===== src/rtl/rwarb_pkg.sv =====
package rwarb_pkg;

    typedef enum logic [1:0] {
        ST_NONE = 2'b00,
        ST_RD   = 2'b01,
        ST_WR   = 2'b10
    } start_e;

    typedef struct packed {
        logic wr;
        logic rd;
    } grant_t;

    function automatic start_e grant_kind(grant_t g);
        if (g.rd)      return ST_RD;
        else if (g.wr) return ST_WR;
        else           return ST_NONE;
    endfunction

endpackage


===== src/rtl/rwarb_history.sv =====
module rwarb_history
    import rwarb_pkg::*;
(
    input  logic   clk,
    input  logic   rst,
    input  start_e nxt_kind,
    output start_e prev_kind
);
    always_ff @(posedge clk) begin
        if (rst) prev_kind <= ST_NONE;
        else     prev_kind <= nxt_kind;
    end
endmodule


===== src/rtl/rwarb_decide.sv =====
module rwarb_decide
    import rwarb_pkg::*;
(
    input  logic   rd_req,
    input  logic   wr_req,
    input  start_e prev_kind,
    output grant_t grant
);
    logic rd_ok;
    logic wr_ok;

    always_comb begin
        rd_ok    = rd_req && (prev_kind != ST_RD);
        wr_ok    = wr_req && (prev_kind != ST_WR);
        grant.rd = rd_ok;
        grant.wr = wr_ok && !rd_ok;
    end
endmodule


===== src/rtl/rwarb_addr_sel.sv =====
module rwarb_addr_sel
    import rwarb_pkg::*;
#(
    parameter int ADDR_W = 20
) (
    input  grant_t              grant,
    input  logic [ADDR_W-1:0]   rd_addr,
    input  logic [ADDR_W-1:0]   wr_addr,
    output logic [ADDR_W-1:0]   sel_addr
);
    always_comb begin
        unique case (grant_kind(grant))
            ST_RD:   sel_addr = rd_addr;
            ST_WR:   sel_addr = wr_addr;
            default: sel_addr = '0;
        endcase
    end
endmodule


===== src/rtl/rw_alt_arbiter.sv =====
module rw_alt_arbiter
    import rwarb_pkg::*;
#(
    parameter int ADDR_W = 20
) (
    input  logic              clk,
    input  logic              rst,
    input  logic              rd_req,
    input  logic [ADDR_W-1:0] rd_addr,
    input  logic              wr_req,
    input  logic [ADDR_W-1:0] wr_addr,
    output logic              start_rd,
    output logic              start_wr,
    output logic [ADDR_W-1:0] sel_addr,
    output logic [1:0]        last_start
);
    start_e prev_kind;
    start_e nxt_kind;
    grant_t grant;

    rwarb_decide u_decide (
        .rd_req    (rd_req),
        .wr_req    (wr_req),
        .prev_kind (prev_kind),
        .grant     (grant)
    );

    assign nxt_kind = grant_kind(grant);

    rwarb_history u_hist (
        .clk       (clk),
        .rst       (rst),
        .nxt_kind  (nxt_kind),
        .prev_kind (prev_kind)
    );

    rwarb_addr_sel #(.ADDR_W(ADDR_W)) u_addr (
        .grant    (grant),
        .rd_addr  (rd_addr),
        .wr_addr  (wr_addr),
        .sel_addr (sel_addr)
    );

    assign start_rd   = grant.rd;
    assign start_wr   = grant.wr;
    assign last_start = prev_kind;

    assert_single_start_R1: assert property (@(posedge clk) disable iff (rst)
        !(start_rd && start_wr));
    assert_idle_read_R2: assert property (@(posedge clk) disable iff (rst)
        (last_start == 2'b00 && rd_req) |-> start_rd);
    assert_after_rd_write_R3: assert property (@(posedge clk) disable iff (rst)
        (last_start == 2'b01 && wr_req) |-> start_wr);
    assert_no_rd_repeat_R5: assert property (@(posedge clk) disable iff (rst)
        start_rd |=> !start_rd);
    assert_no_wr_repeat_R5: assert property (@(posedge clk) disable iff (rst)
        start_wr |=> !start_wr);
    assert_reset_clears_R7: assert property (@(posedge clk)
        rst |=> (last_start == 2'b00));
    assert_record_rd_R8: assert property (@(posedge clk) disable iff (rst)
        start_rd |=> (last_start == 2'b01));
    assert_record_onehot_R8: assert property (@(posedge clk) disable iff (rst)
        $onehot0(last_start));
endmodule


===== config.mk =====
export PLATFORM = sky130hd
export DESIGN_NAME = rw_alt_arbiter
export DESIGN_NICKNAME = d
export VERILOG_FILES = /design/src/rtl/rwarb_pkg.sv /design/src/rtl/rwarb_history.sv /design/src/rtl/rwarb_decide.sv /design/src/rtl/rwarb_addr_sel.sv /design/src/rtl/rw_alt_arbiter.sv
export SDC_FILE = /design/constraint.sdc
export NUM_CORES = 1
export LEC_CHECK = 0
export BUFFER_PORTS_ARGS = -buffer_cell sky130_fd_sc_hd__buf_4
export CORE_ASPECT_RATIO = 0.8
export CORE_MARGIN = 10
export CORE_UTILIZATION = 40
export CTS_CLUSTER_SIZE = 20
export DETAILED_ROUTE_END_ITERATION = 8
export GPL_TIMING_DRIVEN = 1
export PLACE_DENSITY = 0.89
export SKIP_CTS_REPAIR_TIMING = 1
export SLEW_MARGIN = 15
export SYNTH_ARGS = -nofsm -noshare
export SYNTH_HDL_FRONTEND = slang
export SYNTH_SLANG_ARGS = --single-unit

===== constraint.sdc =====
create_clock -name clk -period 2.73 [get_ports clk]
set_input_delay 0.546 -clock clk [delete_from_list [all_inputs] [get_ports clk]]
set_output_delay 0.546 -clock clk [all_outputs]
set_load 0.005 [all_outputs]

==> out/results.tsv, run 1 <==
stage	metric	value	unit
status	status	complete, no violations	
global_route	gr-usage-met3	2.457	%
routing	drc_violations_left	0	
global_route	number_of_antenna_violations_at_the_first_check_in_global_routing	0	
cells_and_area	insertedDiodeCount	0	
die	floorplan.die.width	68.07	um
timing	slew_headroom	50.62	%
clock_network	cts_inserted_buffers	3	
cells_and_area	fillCellCount	145	
global_route	grt_pass1_vias	1015	
timing	grt_setup_unrepaired	no	
critical_path	critical_path.slowest_cell	nand2b_1	
global_route	wire_length_of_the_first_global_routing_pass	4.802	mm
job	cap_violations	0	
pwr	power_density	262.2	nW/um^2
logic_synthesis	synth-edff-count	0	
logic_synthesis	netlist_instances	104	
timing	fmax	0.4176	GHz
clock_network	clockRootBuffer	clkbuf_4	
clock_network	clk_path_buf_depth	2	
die	std_cell_rows	13	
worst_hold_path	hold_class	in2reg	
logic_synthesis	synth_flop_cell	dfxtp_1	
routing	avgRoutedWirePerCell	17.03	um
routing	via_count	1025	
cells_and_area	drive_gt1_share	57.76	%
clock_network	ctsHtreeMaxLevel	1	
placement	routabilityCongestion	0.7764	
pwr	worst_ir_drop_vdd	211.5	uV
critical_path	capturing_element_type_of_the_critical_path	output pin	
clock_network	tritoncts_clock_tree	built	
timing	worst_slew_pin_slew	0.7406	ns
cells_and_area	area_growth_syn_to_layout	63.11	%
critical_path	timing.critical_path.fanout_max	20	
logic_synthesis	asyncSetResetFlopFracSynth	0	%
clock_network	clock_sink_count	2	
critical_path	delay_contributed_by_the_slowest_stage_of_the_critical_path	0.62	ns
logic_synthesis	synth_cell_types	23	
global_route	global_route.usage.met2	29.05	%
critical_path	path_cells	nand2b_1 -> a31oi_1 -> a211oi_2 -> buf_4	
logic_synthesis	syn-mean-instance-area	7.110	sq um
global_route	groute.layer.met1.usage	14.50	%
cells_and_area	post_layout_nonfiller_instances	183	
die	design.portCount	68	
cells_and_area	largest_regs	u_hist.prev_kind: 2 flops	
logic_synthesis	ys_top_cells_by_area	a211oi_2, a31oi_1, a21oi_1	
timing	finalHoldViolCount	0	
logic_synthesis	yosysWarningCount	0	
placement	hpwlAfterDp	2.478	mm
critical_path	start_kind	flop	
critical_path	crit_type	reg2out	
global_route	grt-ovfl-total	0	
timing	timing.final.crit_period	2.395	ns
global_route	global_route.usage.total	14.95	%
die	die_area	3979	sq um
placement	post-place-cells	180	
routing	route.detailed.vias_per_inst	5.601	
clock_network	path_clk_slew	0.03	ns
logic_synthesis	synth_area	739.5	sq um
logic_synthesis	synth_fp_nets	148	
timing	final-max-slew-violation-count	0	
cells_and_area	largest_register	u_hist.prev_kind	
pwr	cellLeakagePower	0.6082	nW
die	die_height	58.46	um
logic_synthesis	synth_area_leader_cell	a211oi_2	
cells_and_area	largest_reg_flops	2	
logic_synthesis	synth_register_bits	2	
clock_network	clock_insertion_delay_worst_skew	0.22	ns
routing	drt.antenna.violating_nets	0	
logic_synthesis	synth_commonest_cells	a211oi_2, a21oi_1, a31oi_1, inv_1, buf_2	
pwr	total_power	0.3163	mW
routing	drtPass1Iterations	4	
critical_path	worst_path_required	2.18	ns
logic_synthesis	seq_area_frac_synth	5.415	%
timing	timing.final.setup_violations	0	
global_route	grt_max_degree	42	
global_route	grt_busiest_layer	met2	
routing	drt-initial-drc-count	40	
timing	fin_tns_setup	0	ns
placement	placement.io_buffers	67	
timing	fin_worst_skew	0.00005994	ns
die	starting_density	43.71	%
die	fp.coreArea	1692	sq um
logic_synthesis	synthDominantCellAreaShare	32.15	%
timing	finalCritPeriodShare	87.71	%
cells_and_area	fin_nets	207	
routing	totalWireLength	3.116	mm
critical_path	crit_arrival	1.85	ns
layer usage:
metal,vias up,share of wire (%)
li1,494,-
met1,489,32
met2,32,60
met3,10,4.6
met4,0,3.6
met5,-,0
where the power goes:
part	total [mW]	internal [mW]	switching [mW]	leakage (nW)
combinational	0.219	0.119	0.0992	0.578
sequential	0.0331	0.0312	0.00192	0.0165
clock	0.0646	0.0484	0.0162	0.0138
total	0.316	0.199	0.117	0.608
worst max-delay path: cells and delay by family, from the launching register on:
family / cells / cell delay (ns)
DFF: 1 / 0.39
and+or+nand+nor: 1 / 0.62
AOI/OAI and AO/OA: 2 / 0.46
buffers and inverters: 1 / 0.16
area by class of cell:
class / instances / area (sq um) / share of cell area (%)
multi-input combinational: 69 / 538.0 / 44.61
timing repair buffer: 67 / 503.0 / 41.70
inverter: 20 / 75.07 / 6.224
sequential: 2 / 40.04 / 3.319
tap: 22 / 27.53 / 2.282
clock buffer: 3 / 22.52 / 1.867
cells by family after synthesis:
family	after synthesis	share of synthesized area (%)
flip-flops	2	5.415
AO/OA/AOI/OAI	59	63.79
buffers and inverters	33	21.83
AND/OR/NAND/NOR	10	8.970
cell usage in the layout, fill, tap and decap left out, drive strengths merged:
cell	synthesis	layout
a211oi	19	19
a21oi	19	19
a221oi	1	1
a31oi	19	19
and2	1	1
and2b	1	1
and3b	1	1
buf	10	67
clkbuf	3	3
dfxtp	2	2
inv	20	20
nand2	2	2
nand2b	2	2
nor2	2	2
nor2b	1	1
o21ai	1	1
path summary, 6_finish.rpt:
| kind | end | slack, ns | depth (start not counted) | from |
|---|---|---|---|---|
| worst max-delay path | sel_addr[10] | 0.34 | 4 | u_hist.prev_kind[0]$_SDFF_PP0_ |
| worst min-delay path | u_hist.prev_kind[0]$_SDFF_PP0_ | 0.49 | 2 | rst |
| worst max register to register | u_hist.prev_kind[1]$_SDFF_PP0_ | 1.66 | 3 | u_hist.prev_kind[1]$_SDFF_PP0_ |
| worst min register to register | u_hist.prev_kind[1]$_SDFF_PP0_ | 0.79 | 3 | u_hist.prev_kind[1]$_SDFF_PP0_ |
per-stage QoR:
step / util [%] / setup slack, ns / cell area [sq um] / hold WS (ns)
4_1_cts: 71.30 / 0.3504 / 1206 / 0.4807
3_5_place_dp: 69.97 / 0.5537 / 1184 / 0.7211
3_3_place_gp: 69.97 / 0.6281 / 1184 / 0.7280
2_1_floorplan: - / 0.9989 / 739.5 / 0.5908
6_report: 71.30 / 0.3354 / 1206 / 0.4886
5_1_grt: 71.30 / 0.1610 / 1206 / 0.4789
Power figures use the tool's default switching activity.
==> run 2, diff against run 1 <==
--- a/config.mk
+++ b/config.mk
@@ -5,14 +5,14 @@
 export SDC_FILE = /design/constraint.sdc
 export NUM_CORES = 1
 export LEC_CHECK = 0
+export ABC_AREA = 1
 export BUFFER_PORTS_ARGS = -buffer_cell sky130_fd_sc_hd__buf_4
-export CORE_ASPECT_RATIO = 0.8
 export CORE_MARGIN = 10
-export CORE_UTILIZATION = 40
+export CORE_UTILIZATION = 27
 export CTS_CLUSTER_SIZE = 20
 export DETAILED_ROUTE_END_ITERATION = 8
 export GPL_TIMING_DRIVEN = 1
-export PLACE_DENSITY = 0.89
+export PLACE_DENSITY = 0.85
 export SKIP_CTS_REPAIR_TIMING = 1
 export SLEW_MARGIN = 15
 export SYNTH_ARGS = -nofsm -noshare
==> run 2 against run 1 <==
Synthesized cell count is 24% lower. Critical path depth is 3 higher. Core utilization is 2.8 points lower. Setup slack better by 0.26 ns. Via count is 27% lower. Clock-buffer cell count stayed put. Sequential power is 2% lower. Synthesized area is 49% lower. Hold slack worse by 0.0017 ns. Die area is 18% lower. Critical path type unchanged. Critical endpoint is now sel_addr[11]. Largest power group unchanged. Highest routed layer unchanged.
==> out/results.tsv, run 2 <==
stage	metric	value	unit
status	status	complete, no violations	
logic_synthesis	synth_flop_cell	dfxtp_1	
critical_path	crit_type	reg2out	
die	floorplan.die.width	57.23	um
clock_network	clock_insertion_delay_worst_skew	0.22	ns
cells_and_area	mostFrequentLayoutCell	buf_4	
clock_network	tritoncts_clock_tree	built	
routing	avgRoutedWirePerCell	13.91	um
critical_path	worst_path_required	2.18	ns
clock_network	path_clk_slew	0.03	ns
pwr	power.switching	0.07838	mW
cells_and_area	insertedDiodeCount	0	
logic_synthesis	syn-mean-instance-area	4.736	sq um
placement	place_area	868.3	sq um
logic_synthesis	synth_most_common_cell	nand2_1	
logic_synthesis	asyncSetResetFlopFracSynth	0	%
cells_and_area	finish.utilization	68.46	%
routing	totalWireLength	2.211	mm
logic_synthesis	synth_commonest_cells	nand2_1, nand3_1, buf_2, inv_1	
clock_network	clockRootBuffer	clkbuf_4	
logic_synthesis	synth_area	374.1	sq um
worst_hold_path	hold_class	in2reg	
cells_and_area	final_design_area_no_fill	890.9	sq um
cells_and_area	largest_reg_flops	2	
routing	drt-initial-drc-count	12	
timing	timing.final.crit_period	2.138	ns
timing	grt_setup_unrepaired	no	
timing	timing.final.setup_violations	0	
timing	fin_tns_setup	0	ns
global_route	wire_length_of_the_first_global_routing_pass	3.525	mm
pwr	cellLeakagePower	0.5656	nW
cells_and_area	drive_gt1_share	52.08	%
cells_and_area	largest_register	u_hist.prev_kind	
critical_path	capturing_element_type_of_the_critical_path	output pin	
critical_path	crit_arrival	1.59	ns
logic_synthesis	synth_fp_nets	123	
clock_network	ctsHtreeMaxLevel	1	
die	fp.coreArea	1301	sq um
logic_synthesis	synthDominantCellAreaShare	42.14	%
die	design.portCount	68	
pwr	sequentialPowerShare	13.2	%
cells_and_area	area_growth_syn_to_layout	138.1	%
logic_synthesis	synth-edff-count	0	
global_route	grt_pass1_vias	785	
routing	via_count	749	
logic_synthesis	seq_area_frac_synth	10.70	%
timing	final-max-slew-violation-count	0	
logic_synthesis	synth_area_leader_cell	nand2_1	
routing	drt.antenna.violating_nets	0	
cells_and_area	fin_nets	190	
logic_synthesis	ys_top_cells_by_area	nand2_1, nand3_1, dfxtp_1	
timing	slew_headroom	70.99	%
timing	worst_slew_pin_slew	0.4351	ns
die	starting_density	28.75	%
placement	routabilityCongestion	0.7666	
critical_path	path_cells	inv_1 -> nand2_1 -> nand2_2 -> inv_2 -> nand2_1 -> nand2_1 -> buf_4	
logic_synthesis	synth_register_bits	2	
job	cap_violations	0	
pwr	power_density	277.4	nW/um^2
placement	hpwlAfterDp	1.870	mm
routing	drtPass1Iterations	4	
pwr	cell_internal_pwr	0.1688	mW
routing	drc_violations_left	0	
timing	holdWs	0.4869	ns
pwr	power_frac_clock	26.1	%
global_route	number_of_antenna_violations_at_the_first_check_in_global_routing	0	
timing	finalCritPeriodShare	78.33	%
logic_synthesis	synth_cell_types	10	
cells_and_area	fillCellCount	124	
pwr	worst_ir_drop_vdd	366.7	uV
routing	route.detailed.vias_per_inst	4.711	
clock_network	cts_inserted_buffers	3	
logic_synthesis	yosysWarningCount	0	
clock_network	clk_path_buf_depth	2	
pwr	power_switching_share	31.71	%
pwr	combPwrFrac	60.7	%
die	die_height	57.23	um
die	std_cell_rows	13	
critical_path	timing.critical_path.fanout_max	23	
global_route	grt_max_degree	24	
cells_and_area	largest_regs	u_hist.prev_kind: 2 flops	
timing	fin_worst_skew	0.006530	ns
global_route	global_route.usage.total	13.07	%
critical_path	crit_top_cell	nand2_1	
critical_path	delay_contributed_by_the_slowest_stage_of_the_critical_path	0.36	ns
critical_path	critical_path.slowest_cell	dfxtp_1	
logic_synthesis	netlist_instances	79	
clock_network	clock_sink_count	2	
timing	fmax	0.4676	GHz
cells_and_area	most-common-layout-cells	buf_4, nand2_1, nand3_1	
timing	finalHoldViolCount	0	
global_route	grt-ovfl-total	0	
placement	placement.io_buffers	67	
critical_path	start_kind	flop	
die	die_area	3275	sq um
-- run 2: final cells by class --
cell class	instances	area, sq um	share of cell area, %
Clock buffer	3	22.52	2.528
Inverter	5	18.77	2.107
Multi-Input combinational cell	66	280.3	31.46
Sequential cell	2	40.04	4.494
Tap cell	15	18.77	2.107
Timing Repair Buffer	68	510.5	57.30
-- run 2: power by group through the flow --
stage | registers (mW) | logic, mW | clock network, mW
floorplan | 0.0330 | 0.0536 | 0
finish | 0.0326 | 0.150 | 0.0645
global placement | 0.0329 | 0.149 | 0
global route | 0.0328 | 0.167 | 0.0705
detailed placement | 0.0330 | 0.151 | 0
CTS | 0.0326 | 0.152 | 0.0662
-- run 2: per-layer routing --
layer	part of all wire (%)	vias up	GRT usage, %
li1	-	377	-
met1	42	303	14.75
met2	37	67	18.14
met3	21	2	11.95
met4	0.27	0	2.013
met5	0	-	0
-- run 2: cell families (layout without fill, tap and decap cells) --
family                 Yosys count  after routing  synth area share (%)
and+or+nand+nor                 65             65                 72.58
buffers and inverters           11             76                 14.38
DFF                              2              2                 10.70
AOI/OAI and AO/OA                1              1                 2.342
-- run 2: final timing paths --
path / start / to / slack [ns] / depth (start not counted)
worst max-delay path: u_hist.prev_kind[1]$_SDFF_PP0_ / sel_addr[11] / 0.59 / 7
worst min-delay path: rst / u_hist.prev_kind[0]$_SDFF_PP0_ / 0.49 / 2
worst max register to register: u_hist.prev_kind[0]$_SDFF_PP0_ / u_hist.prev_kind[1]$_SDFF_PP0_ / 1.63 / 4
worst min register to register: u_hist.prev_kind[0]$_SDFF_PP0_ / u_hist.prev_kind[1]$_SDFF_PP0_ / 0.69 / 4
-- run 2: worst max-delay path, delay by kind of cell (launching register included) --
family / cells / cell delay [ns]
buf+inv: 3 / 0.52
simple gates: 4 / 0.48
flops: 1 / 0.36
-- run 2: per-stage QoR --
stage                     cells  power (mW)  setup slack, ns
after floorplan              79     0.08666            1.166
after global placement      156      0.1817           0.6883
after detailed placement    156      0.1844           0.6333
after CTS                   159      0.2510           0.5989
after global routing        159      0.2703           0.4200
final                       159      0.2472           0.5916
